**config.mk**
```make
export PLATFORM = sky130hd
export DESIGN_NAME = lsa_unit
export DESIGN_NICKNAME = d
export VERILOG_FILES = /design/src/rtl/lsa_pkg.sv /design/src/rtl/lsa_store_lane.sv /design/src/rtl/lsa_load_extract.sv /design/src/rtl/lsa_beat_seq.sv /design/src/rtl/lsa_unit.sv
export SDC_FILE = /design/constraint.sdc
export NUM_CORES = 1
export LEC_CHECK = 0
export ABC_CLOCK_PERIOD_IN_PS = 1800
export BUFFER_PORTS_ARGS = -buffer_cell sky130_fd_sc_hd__buf_2
export CAP_MARGIN = 40
export CORE_UTILIZATION = 40
export DETAILED_ROUTE_END_ITERATION = 8
export GPL_ROUTABILITY_DRIVEN = 1
export HOLD_SLACK_MARGIN = 0.1
export PLACE_DENSITY_LB_ADDON = 0.15
export SETUP_SLACK_MARGIN = 0.5
export SYNTH_ARGS = -nofsm -noshare
export SYNTH_HDL_FRONTEND = slang
export SYNTH_SLANG_ARGS = --single-unit
```
**constraint.sdc**
```tcl
create_clock -name clk -period 1.8 [get_ports clk]
set_clock_uncertainty 0.05 [all_clocks]
set_input_delay 0.27 -clock clk [delete_from_list [all_inputs] [get_ports clk]]
set_output_delay 0.27 -clock clk [all_outputs]
set_load 0.01 [all_outputs]
```
**src/rtl/lsa_pkg.sv**
```systemverilog
package lsa_pkg;

  localparam int WORD_W = 32;
  localparam int LANES  = WORD_W / 8;

  typedef enum logic [1:0] {
    SZ_BYTE  = 2'd0,
    SZ_HALF  = 2'd1,
    SZ_WORD  = 2'd2,
    SZ_DWORD = 2'd3
  } acc_size_e;

  // Alignment rule per access size
  function automatic logic misaligned(acc_size_e sz, logic [1:0] off);
    case (sz)
      SZ_BYTE: return 1'b0;
      SZ_HALF: return off[0];
      default: return |off;
    endcase
  endfunction

  // Does a register value fit the width being stored?
  function automatic logic fits_range(acc_size_e sz, logic sgn, logic [WORD_W-1:0] v);
    case (sz)
      SZ_BYTE:
        if (sgn) return (v[WORD_W-1:7] == '0) || (v[WORD_W-1:7] == '1);
        else     return (v[WORD_W-1:8] == '0);
      SZ_HALF:
        if (sgn) return (v[WORD_W-1:15] == '0) || (v[WORD_W-1:15] == '1);
        else     return (v[WORD_W-1:16] == '0);
      default: return 1'b1;
    endcase
  endfunction

  // Right-adjusted field extension for byte/halfword loads
  function automatic logic [WORD_W-1:0] extend_field(logic [15:0] f, logic is_half, logic sgn);
    logic [WORD_W-1:0] r;
    if (is_half) r = {{(WORD_W-16){sgn & f[15]}}, f};
    else         r = {{(WORD_W-8){sgn & f[7]}}, f[7:0]};
    return r;
  endfunction

endpackage

```
**src/rtl/lsa_store_lane.sv**
```systemverilog
module lsa_store_lane
  import lsa_pkg::*;
(
  input  acc_size_e           sz,
  input  logic                sgn,
  input  logic                is_store,
  input  logic [1:0]          off,
  input  logic [WORD_W-1:0]   wd,
  output logic [WORD_W-1:0]   lane_data,
  output logic [LANES-1:0]    be,
  output logic                mis,
  output logic                trap
);

  logic [LANES-1:0] lane_mask;

  assign mis  = misaligned(sz, off);
  assign trap = is_store & ~fits_range(sz, sgn, wd);

  // Lane l carries bits [8l+7:8l]; it sits at address offset LANES-1-l
  for (genvar l = 0; l < LANES; l++) begin : g_lane
    localparam logic [1:0] BYTE_OFF = 2'(LANES - 1 - l);
    localparam bit         HI_OF_HALF = (l % 2) == 1;
    localparam bit         LOW_HALF   = l < 2;
    always_comb begin
      case (sz)
        SZ_BYTE: begin
          lane_data[8*l +: 8] = wd[7:0];
          lane_mask[l]        = (off == BYTE_OFF);
        end
        SZ_HALF: begin
          lane_data[8*l +: 8] = HI_OF_HALF ? wd[15:8] : wd[7:0];
          lane_mask[l]        = (off[1] == LOW_HALF);
        end
        default: begin
          lane_data[8*l +: 8] = wd[8*l +: 8];
          lane_mask[l]        = 1'b1;
        end
      endcase
    end
  end

  assign be = lane_mask & {LANES{~(mis | trap)}};

endmodule

```
**src/rtl/lsa_load_extract.sv**
```systemverilog
module lsa_load_extract
  import lsa_pkg::*;
(
  input  acc_size_e           sz,
  input  logic                sgn,
  input  logic [1:0]          off,
  input  logic [WORD_W-1:0]   rdata,
  output logic [WORD_W-1:0]   result
);

  logic [7:0]  lane_b [LANES];
  logic [7:0]  sel_byte;
  logic [15:0] sel_half;

  for (genvar l = 0; l < LANES; l++) begin : g_lane
    assign lane_b[l] = rdata[8*l +: 8];
  end

  // Offset 0 is the most significant lane
  assign sel_byte = lane_b[~off];
  assign sel_half = off[1] ? rdata[15:0] : rdata[31:16];

  always_comb begin
    case (sz)
      SZ_BYTE: result = extend_field({8'h00, sel_byte}, 1'b0, sgn);
      SZ_HALF: result = extend_field(sel_half, 1'b1, sgn);
      default: result = rdata;
    endcase
  end

endmodule

```
**src/rtl/lsa_beat_seq.sv**
```systemverilog
module lsa_beat_seq
  import lsa_pkg::*;
#(
  parameter int ADDR_W = 32
) (
  input  logic                clk,
  input  logic                rst_n,
  input  logic                req_valid,
  input  acc_size_e           req_size,
  input  logic                req_mis,
  input  logic [ADDR_W-1:0]   req_addr,
  input  logic [WORD_W-1:0]   req_lo,
  output logic                accept,
  output logic                second,
  output logic [ADDR_W-1:0]   next_addr,
  output logic [WORD_W-1:0]   next_data
);

  logic                pend;
  logic [ADDR_W-1:0]   hold_addr;
  logic [WORD_W-1:0]   hold_lo;

  assign accept    = req_valid & ~pend;
  assign second    = pend;
  assign next_addr = hold_addr + ADDR_W'(4);
  assign next_data = hold_lo;

  always_ff @(posedge clk) begin
    if (!rst_n) begin
      pend      <= 1'b0;
      hold_addr <= '0;
      hold_lo   <= '0;
    end else if (pend) begin
      pend <= 1'b0;
    end else if (accept) begin
      pend      <= (req_size == SZ_DWORD) & ~req_mis;
      hold_addr <= req_addr;
      hold_lo   <= req_lo;
    end
  end

endmodule

```
**src/rtl/lsa_unit.sv**
```systemverilog
module lsa_unit
  import lsa_pkg::*;
#(
  parameter int ADDR_W = 32
) (
  input  logic                clk,
  input  logic                rst_n,
  input  logic                req_valid,
  input  logic                req_store,
  input  logic [1:0]          req_size,
  input  logic                req_signed,
  input  logic [ADDR_W-1:0]   req_addr,
  input  logic [63:0]         req_wdata,
  input  logic [31:0]         bus_rdata,
  output logic                busy,
  output logic                bus_valid,
  output logic                bus_write,
  output logic [ADDR_W-1:0]   bus_addr,
  output logic [31:0]         bus_wdata,
  output logic [3:0]          bus_be,
  output logic                beat_idx,
  output logic                ld_valid,
  output logic [31:0]         ld_data,
  output logic                misalign,
  output logic                range_trap
);

  acc_size_e          in_size;
  logic [WORD_W-1:0]  in_word;
  logic [WORD_W-1:0]  st_data;
  logic [LANES-1:0]   st_be;
  logic               st_mis, st_trap;
  logic               accept, second;
  logic [ADDR_W-1:0]  nx_addr;
  logic [WORD_W-1:0]  nx_data;

  acc_size_e          cur_size;
  logic               cur_sgn;

  assign in_size = acc_size_e'(req_size);
  assign in_word = (in_size == SZ_DWORD) ? req_wdata[63:32] : req_wdata[31:0];

  lsa_store_lane u_store (
    .sz        (in_size),
    .sgn       (req_signed),
    .is_store  (req_store),
    .off       (req_addr[1:0]),
    .wd        (in_word),
    .lane_data (st_data),
    .be        (st_be),
    .mis       (st_mis),
    .trap      (st_trap)
  );

  lsa_beat_seq #(.ADDR_W(ADDR_W)) u_seq (
    .clk       (clk),
    .rst_n     (rst_n),
    .req_valid (req_valid),
    .req_size  (in_size),
    .req_mis   (st_mis),
    .req_addr  (req_addr),
    .req_lo    (req_wdata[31:0]),
    .accept    (accept),
    .second    (second),
    .next_addr (nx_addr),
    .next_data (nx_data)
  );

  always_ff @(posedge clk) begin
    if (!rst_n) begin
      bus_valid  <= 1'b0;
      bus_write  <= 1'b0;
      bus_addr   <= '0;
      bus_wdata  <= '0;
      bus_be     <= '0;
      beat_idx   <= 1'b0;
      misalign   <= 1'b0;
      range_trap <= 1'b0;
      cur_size   <= SZ_BYTE;
      cur_sgn    <= 1'b0;
    end else if (second) begin
      bus_valid  <= 1'b1;
      bus_addr   <= nx_addr;
      bus_wdata  <= nx_data;
      bus_be     <= '1;
      beat_idx   <= 1'b1;
      misalign   <= 1'b0;
      range_trap <= 1'b0;
    end else if (accept) begin
      bus_valid  <= 1'b1;
      bus_write  <= req_store;
      bus_addr   <= req_addr;
      bus_wdata  <= st_data;
      bus_be     <= st_be;
      beat_idx   <= 1'b0;
      misalign   <= st_mis;
      range_trap <= st_trap;
      cur_size   <= in_size;
      cur_sgn    <= req_signed;
    end else begin
      bus_valid  <= 1'b0;
      bus_write  <= 1'b0;
      bus_be     <= '0;
      beat_idx   <= 1'b0;
      misalign   <= 1'b0;
      range_trap <= 1'b0;
    end
  end

  assign busy = second;

  lsa_load_extract u_load (
    .sz     (cur_size),
    .sgn    (cur_sgn),
    .off    (bus_addr[1:0]),
    .rdata  (bus_rdata),
    .result (ld_data)
  );

  assign ld_valid = bus_valid & ~bus_write & ~misalign;

endmodule

```
**Word-level counts from Yosys, hierarchy flattened**

Cells that the tools add are included.

- Bits in registers: 141
- Input bits: 135
- Logic and storage cells: 84

- $lt $le $gt $ge: 1
- Reductions and logical operators: 14
- Eq/ne operators: 8
- Add/subtract/negate cells: 1
- Bitwise gates (word level): 20
- Muxes and demuxes: 27

Operators with widths:

| operator | number |
|---|---|
| two-way mux 32 bit | 5 |
| one-hot mux 32 bit (2 select lines) | 1 |
| adder 32 x 3 -> 32 bit (second input constant) | 1 |
| two-way mux 8 bit | 4 |
| == test 25 bit (second input constant) | 1 |
| logical NOT 25 bit | 1 |
| logical NOT 24 bit | 1 |
| == test 17 bit (second input constant) | 1 |
| logical NOT 17 bit | 1 |
| binary-select mux 8 bit (select 2 bit) | 1 |
| logical NOT 16 bit | 1 |
| two-way mux 16 bit | 1 |
| one-hot mux 8 bit (2 select lines) | 1 |
| one-hot mux 1 bit (2 select lines) | 6 |
| NOT 1 bit | 9 |
| two-way mux 4 bit | 2 |
| bitwise AND 1 bit | 7 |
| == test 2 x 1 -> 1 bit (second input constant) | 3 |
| == test 2 bit (second input constant) | 3 |
| logical NOT 2 bit | 3 |
| two-way mux 1 bit | 6 |
| bitwise AND 4 bit | 1 |
| OR reduction 2 bit | 2 |
| >= comparator 3 bit (second input constant) | 1 |
| other kinds (7) | 8 |

**Depth between registers and ports, before layout**

Gate-level depths: netlist of the first run.

- Depth after elaboration: 13
- Depth in mapped cells: 9
- Depth with buffers taken out: 7

**By module**

A second synthesis of the first run with hierarchy kept.

- Cell total of the unflattened synthesis: 933
- Area total of the unflattened synthesis: 8086.5 um2

By module, submodules not included:

| module | instances | cells an instance | area an instance (um2) |
|---|---|---|---|
| lsa_unit | 1 | 359 | 3553.4 |
| lsa_beat_seq | 1 | 374 | 3029.2 |
| lsa_load_extract | 1 | 106 | 770.7 |
| lsa_store_lane | 1 | 94 | 733.2 |

**Worst setup path before layout of the first run**

OpenSTA, ideal clock, no wires.

- Path type: register -> output
- Start: register bus_addr[1]
- End: output ld_data[16]
- Cell stages (with the launch flop): 7
- Arrival time: 1.534 ns
- Path slack: -0.054 ns
- Buffers on the path: 1
- Data required time: 1.480 ns
- Cell sequence: dfxtp_1 mux2_1 nor2_1 a211o_1 a21oi_2 buf_2 a21o_1

- Cells in the longest elaborated chain, start to end: 7
- Elaborated cells between the ends (all ways): 9
- Those cells by class: 5 x mux; 4 x bitwise

Ends and longest elaborated chain:

| what | RTL line | RTL |
|---|---|---|
| start: declaration | lsa_unit.sv:18 | `output logic [ADDR_W-1:0] bus_addr,` |
| start signal: assignment | lsa_unit.sv:83 | `bus_addr <= nx_addr;` |
| start signal: assignment | lsa_unit.sv:92 | `bus_addr <= req_addr;` |
| NOT 2 bit | lsa_load_extract.sv:20 | `assign sel_byte = lane_b[~off];` |
| NOT 2 -> 3 bit | lsa_load_extract.sv:20 |  |
| binary-select mux 8 bit (select 2 bit) | lsa_load_extract.sv:20 |  |
| two-way mux 8 bit (not written as such) (2 in a row) | lsa_load_extract.sv:20 |  |
| bitwise AND 1 bit | lsa_pkg.sv:39 | `else r = {{(WORD_W-8){sgn & f[7]}}, f[7:0]};` |
| one-hot mux 32 bit (2 select lines) (*) | lsa_load_extract.sv:24 | `case (sz)` |
| end: declaration | lsa_unit.sv:23 | `output logic [31:0] ld_data,` |

Mark *: on every way between the ends. The rest lies on a longest branch, timed or not. The select of a mux whose other input is x is not followed.

**Worst setup path after layout of the first run**

- Start: register bus_addr[1]
- End: output ld_data[9]

Same word-level chain as after synthesis.

==> results of run 1 <==
-- metrics by stage --
step,instance area [um^2],hold WS (ns),power (mW),utilization [%],cells
6_report,12600,0.120,9.35,67.5,1568
5_1_grt,12600,0.114,9.69,67.5,1568
4_1_cts,11600,0.104,9.10,62.0,1540
3_5_place_dp,9630,0.397,5.10,51.6,1442
3_3_place_gp,9630,0.394,5.08,51.6,1442
2_1_floorplan,7950,0.290,4.42,-,978
-- synth_stat cells (all sizes together), types with 2 or more instances --
cell      n
a21oi   124
a211o     2
mux4      2
and2      5
a311oi   10
xnor2    18
a22o      9
o21ai    32
o22ai    11
nand4    17
a21o     16
nor4     16
nor2     76
mux2i    46
nand2b    3
nor2b    20
nor3      9
a211oi   38
a22oi    16
nand2   208
and4      3
inv      13
nor3b     5
nand3    11
dfxtp   141
xor2     10
clkbuf   54
buf      23
mux2     28
and3      2
-- repair_timing --
item,CTS,global route
endpoints found under the setup margin,97,155
pin swaps,64,96
hold buffers,40,0
gates cloned,3,10
resized for setup,142,157
buffers inserted,23,18
hold endpoints to repair,40,0
-- worst max-delay path, cell delays in order, from the launching register on --
cell                      delay, ns
sky130_fd_sc_hd__dfxtp_4       0.36
sky130_fd_sc_hd__mux2_4        0.22
sky130_fd_sc_hd__nor2_4        0.03
sky130_fd_sc_hd__a211o_1       0.32
sky130_fd_sc_hd__or2_4         0.35
sky130_fd_sc_hd__nand2_4       0.09
sky130_fd_sc_hd__buf_6         0.09
-- final cells by class --
type,count,area [um^2],area share (%)
Sequential cell,141,2870,22.8
Timing Repair Buffer,401,3150,25.0
Clock buffer,21,460,3.66
Inverter,13,52.6,0.417
Multi-Input combinational cell,747,5600,44.5
Clock inverter,11,164,1.30
Tap cell,234,293,2.33
-- kinds of logic after synthesis --
kind of cell | count (synthesis) | synth area share [%]
simple gates | 377 | 22.3
compound gates | 265 | 21.5
flops | 141 | 37.2
buf+inv | 90 | 4.83
mux | 76 | 10.9
xor+xnor | 28 | 3.23
fa+ha+maj | 1 | 0.165
-- path summary, 6_finish.rpt --
kind,startpoint,end,slack [ns]
max reg2reg,u_seq.hold_addr[15],bus_addr[25],0.13
min reg2reg,cur_sgn,cur_sgn,0.41
min,req_wdata[13],u_seq.next_data[13],0.12
max,bus_addr[1],ld_data[9],-0.40
-- layer usage --
layer / share of wire [%] / vias up / wire length [um] / track usage (%)
li1: - / 4136 / - / -
met1: 43 / 4152 / 12500 / 34.6
met2: 48 / 329 / 14000 / 45.8
met3: 6.4 / 55 / 1860 / 5.13
met4: 2.5 / 0 / 741 / 9.14
met5: 0 / - / 0 / 0
-- flip-flops by register name, indices dropped and copies added, names as in the netlist --
signal / count
u_seq.second: 1
bus_wdata: 32
beat_idx: 1
bus_addr: 32
bus_valid: 1
u_seq.hold_addr: 32
misalign: 1
u_seq.next_data: 32
bus_write: 1
bus_be: 4
range_trap: 1
cur_sgn: 1
cur_size: 2
-- power breakdown --
part | internal, mW | switching [mW] | total [mW]
clock | 2.39 | 1.40 | 3.79
sequential | 3.31 | 0.139 | 3.45
combinational | 1.02 | 1.09 | 2.11
==> impl_metrics.tcl, run 1 <==
set metrics [dict create \
    worstSetupEndpointType "output port" \
    antenna_cells_inserted 0 \
    drv_slew 0 \
    hpwl_mm 17.0 \
    wire_per_inst_um 18.6 \
    cts_tree "done" \
    post-synth-top-area-cell "sky130_fd_sc_hd__dfxtp_1" \
    ys.warnings.count 0 \
    synth_flop_cell "sky130_fd_sc_hd__dfxtp_1" \
    antenna_left 0 \
    synth_top_area_share_pct 37.2 \
    clock_insertion_delay_worst_skew_ns 0.43 \
    grt_setup_unrepaired "true" \
    design.portCount 242 \
    netlist_instances 978 \
    run_status "finished, violations left" \
    layout.cells.most_common_list "sky130_fd_sc_hd__buf_2, sky130_fd_sc_hd__nand2_1, sky130_fd_sc_hd__dfxtp_1, sky130_fd_sc_hd__a21oi_1, sky130_fd_sc_hd__buf_4" \
    mostFrequentLayoutCell "sky130_fd_sc_hd__buf_2" \
    startpoint_type "register" \
    rows 50 \
    gp_congestion 0.925 \
    syn_to_final_growth_pct 65.7 \
    drt-total-wl_mm 29.1 \
    cts_root_buf "sky130_fd_sc_hd__clkbuf_16" \
    share_of_the_clock_period_used_by_the_worst_path_after_layout_pct 122 \
    tritoncts.num_buffers 17 \
    largest_net_degree_at_the_start_of_global_routing 73 \
    finalSetupViolations 32 \
    synth.cell_area_mm2 0.00760 \
    ir_worst_vdd_mv 0.667 \
    critPathArrivalTime_ns 1.88 \
    path_class "reg -> out" \
    synthTopCellsByArea "sky130_fd_sc_hd__dfxtp_1, sky130_fd_sc_hd__nand2_1, sky130_fd_sc_hd__a21oi_1" \
    yosys.cell_types.count 53 \
    violations "DRC, setup timing" \
    numPortBuffers 241 \
    gr-total-overflow 0 \
    initial_drc_count 528 \
    global_route_wire_length_before_repair_mm 42.3 \
    initial_utilization_pct 40.7 \
    hold_violations 0 \
    drv.max_cap_violation_count 0 \
    routed_via_density 5.53 \
    drc_errors 2 \
    min_period_ns 2.20 \
    p_per_area_mw_per_mm2 743 \
    h-tree-depth 4 \
    synthesis.area_per_instance_um2 7.77 \
    actual_transition_at_the_worst_max_transition_pin_ns 0.598 \
    hp-class "in -> reg" \
    setup_slack_ns -0.405 \
    die_width_um 140 \
    preCtsSetupSlack_ns -0.0642 \
    via_count 8672 \
    ys_ff_latch 141 \
    grt_pass1_vias 8202 \
    num-nets-final 1457 \
    final.setup.tns_ns -11.28 \
    cp_data_required_time_ns 1.48 \
    worst-path-max-fanout 8 \
    design.die.area_mm2 0.0195 \
    synth_edf_count 0 \
    coreArea_mm2 0.0186 \
    synth-async-reset-ratio_pct 0 \
    worst_r2r_path_cells 7 \
    p_leak_nw 5.58 \
    drt_first_pass_iters 9 \
    die-height_um 140 \
    cts-root-to-sink-buffers 2 \
    relSlewSlack_pct 60.1 \
    max_freq_ghz 0.454 \
    worstHoldPathCells 3 \
    cts_sink_cnt 141 \
    grt_usage_pct 27.1 \
    clkTransAtPathRegs_ns 0.06 \
    nFillCells 1513 \
    synth.yosys.seq_area_share_pct 37.2 \
    drive_gt1_share_pct 46.8 \
    antenna_found_initial 0 \
    postSynthNetCount 1114 \
]
Power figures use the tool's default switching activity.
==> inputs of run 2 (changes only) <==
Settings changed: SYNTH_HIERARCHICAL from default to 1.
==> run 2 against run 1 <==
- the flow finishes with violations (setup timing)
- hold slack lost 0.0065 ns
- count of clock-buffer cells in the layout increased by 2
- synthesized cell count shrank 4.6%
- final cell count is 2.2% higher
- setup slack got worse by 0.026 ns
- combinational power is 35% higher
- clock power fell by 9.5%
- final area increased by 13%
- register-to-register slack got worse by 0.07 ns
- area after synthesis grew 6.5%
- highest routed layer is now met5
- flip-flop and latch count is the same
- sequential share of layout area decreased by 2.7 points
- critical endpoint is now ld_data[22]
==> impl_metrics.tcl, run 2 <==
set metrics [dict create \
    run_status "finished, violations left" \
    violations "setup timing" \
    share_of_the_clock_period_used_by_the_worst_path_after_layout_pct 124 \
    finalSetupViolations 33 \
    cts_tree "done" \
    postSynthNetCount 1069 \
    design.portCount 242 \
    worst-path-max-fanout 7 \
    hold_violations 0 \
    ys_ff_latch 141 \
    hp-class "in -> reg" \
    netlist_instances 933 \
    max_freq_ghz 0.448 \
    buf_inv_stages_crit_path 3 \
    synthesis.area_per_instance_um2 8.67 \
    h-tree-depth 4 \
    design.die.area_mm2 0.0208 \
    rows 51 \
    clkTransAtPathRegs_ns 0.06 \
    die_width_um 144 \
    mostFrequentLayoutCell "sky130_fd_sc_hd__buf_2" \
    synth_commonest_cells "sky130_fd_sc_hd__nand2_1, sky130_fd_sc_hd__dfxtp_1, sky130_fd_sc_hd__a21oi_1" \
    synth_edf_count 0 \
    min_period_ns 2.23 \
    yosys.cell_types.count 57 \
    synthMostInstantiatedCell "sky130_fd_sc_hd__nand2_1" \
    cts_root_buf "sky130_fd_sc_hd__clkbuf_16" \
    tritoncts.num_buffers 17 \
    wl_met3_mm 2.21 \
    worstSetupEndpointType "output port" \
    initial_drc_count 464 \
    drc_errors 0 \
    route.top_layer_used "met5" \
    synthTopCellsByArea "sky130_fd_sc_hd__dfxtp_1, sky130_fd_sc_hd__mux2i_1, sky130_fd_sc_hd__nand2_1" \
    grt_usage_pct 27.4 \
    drv.max_cap_violation_count 0 \
    post-synth-top-area-cell "sky130_fd_sc_hd__dfxtp_1" \
    cp_data_required_time_ns 1.48 \
    initial_utilization_pct 41.1 \
    antenna_found_initial 1 \
    met1_length_mm 13.7 \
    cts_sink_cnt 141 \
    numPortBuffers 241 \
    die-height_um 144 \
    drive_gt1_share_pct 55.0 \
    worstPathCellList "mux2_4 -> a22oi_4 -> buf_4 -> buf_16 -> a21oi_4 -> buf_2" \
    via_count 8789 \
    stdcell_count 1602 \
    setup_slack_ns -0.431 \
    actual_transition_at_the_worst_max_transition_pin_ns 0.485 \
    critPathArrivalTime_ns 1.91 \
    routed_via_density 5.49 \
    crit_slowest_cell "sky130_fd_sc_hd__dfxtp_4" \
    p_per_area_mw_per_mm2 687 \
    critical-path-top-delay-family "buffers and inverters" \
    synth.cell_area_mm2 0.00809 \
    antenna_cells_inserted 0 \
    drt-total-wl_mm 31.6 \
    syn_to_final_growth_pct 75.7 \
    preCtsSetupSlack_ns -0.435 \
    drv_slew 0 \
    synth_top_area_share_pct 34.9 \
    synth_flop_cell "sky130_fd_sc_hd__dfxtp_1" \
    synth-async-reset-ratio_pct 0 \
    num-nets-final 1460 \
    slowest_delay_ns 0.37 \
    drt_first_pass_iters 6 \
    cts-root-to-sink-buffers 2 \
    relSlewSlack_pct 67.7 \
    hpwl_mm 18.0 \
    path_class "reg -> out" \
    grt_setup_unrepaired "true" \
    antenna_left 0 \
    synth.yosys.seq_area_share_pct 34.9 \
    detailroute.wirelength.met2_mm 15.1 \
    coreArea_mm2 0.0197 \
    ys.warnings.count 6 \
    dpl.cell_count 1415 \
    ir_worst_vdd_mv 0.762 \
    startpoint_type "register" \
    global_route_wire_length_before_repair_mm 43.4 \
    gp_congestion 0.826 \
    largest_net_degree_at_the_start_of_global_routing 50 \
    layout.cells.most_common_list "sky130_fd_sc_hd__buf_2, sky130_fd_sc_hd__dfxtp_1, sky130_fd_sc_hd__a21oi_1, sky130_fd_sc_hd__nand2_1, sky130_fd_sc_hd__mux2i_1" \
    grt_pass1_vias 7978 \
    clock_insertion_delay_worst_skew_ns 0.42 \
    p_leak_nw 6.64 \
    gr-total-overflow 0 \
    wire_per_inst_um 19.7 \
]
run 2: changes by cell type after synthesis, sizes merged, moves of 11 or more:
cell / previous run / this run
a21boi: 1 / 64
nor2: 76 / 15
nand2: 208 / 160
o21ai: 32 / 72
a211oi: 38 / 0
mux2i: 46 / 82
buf: 23 / 55
a21oi: 124 / 102
mux2: 28 / 50
clkbuf: 54 / 34
a21o: 16 / 0
o22ai: 11 / 0
run 2: per-stage QoR:
step           hold slack, ns  TNS, ns  util [%]  instance area (um^2)  total power [mW]
6_report                0.114   -12.05      72.3                 14200              9.76
5_1_grt                 0.110   -13.87      72.3                 14200              10.1
4_1_cts                 0.100   -11.34      65.3                 12800              9.36
3_5_place_dp            0.403    -5.90      52.3                 10300              5.47
3_3_place_gp            0.395    -8.29      52.3                 10300              5.45
2_1_floorplan           0.357   -0.192         -                  8720              4.77
run 2: final cells by class:
type,instances,area [um^2]
multi-input combinational,702,6350
fill,1467,5450
timing repair buffer,454,4010
sequential,141,2860
clock buffer,23,488
tap,265,332
clock inverter,9,86.3
timing repair inverter,3,45.0
inverter,5,41.3
run 2: worst paths after layout:
path	from	end	slack, ns	cells after the start
max	bus_addr[1]	ld_data[22]	-0.43	6
min	req_store	bus_write	0.11	3
max reg2reg	u_seq/hold_addr[2]	bus_addr[28]	0.06	9
min reg2reg	u_seq/next_data[16]	u_seq/next_data[16]	0.40	2
run 2: cells by family (layout without fill, tap and decap cells):
| family | Yosys count | in the layout | synth area share, % |
|---|---|---|---|
| buffers and inverters | 94 | 494 | 6.72 |
| multiplexers | 132 | 132 | 17.2 |
| AND/OR/NAND/NOR | 254 | 258 | 16.0 |
| flip-flops | 141 | 141 | 34.9 |
| AO/OA/AOI/OAI | 280 | 280 | 21.7 |
| adder cells (fa/ha/maj) | 1 | 1 | 0.155 |
| XOR/XNOR | 31 | 31 | 3.36 |
run 2: worst min-delay path, delay by kind of cell:
family	cells	cell delay [ns]
buffers and inverters	1	0.12
AOI/OAI and AO/OA	1	0.06
and+or+nand+nor	1	0.09
run 2: metal layers:
layer,track usage [%],up-vias
met5,0,-
met1,36.1,4283
met3,6.19,40
li1,-,4114
met4,7.53,2
met2,44.7,350
run 2: report_power, final:
part	switching, mW	leakage, nW	total [mW]	internal [mW]
clock	1.39	0.279	3.43	2.05
combinational	1.39	5.19	2.84	1.45
sequential	0.159	1.17	3.49	3.33
total	2.93	6.64	9.76	6.82
run 2: what timing repair did:
item,in CTS,in global routing
endpoints found under the setup margin,174,167
buffers inserted,44,21
cloned,15,13
hold buffers,62,0
pin swaps,71,200
gates resized for setup,178,271
hold endpoints to repair,75,0
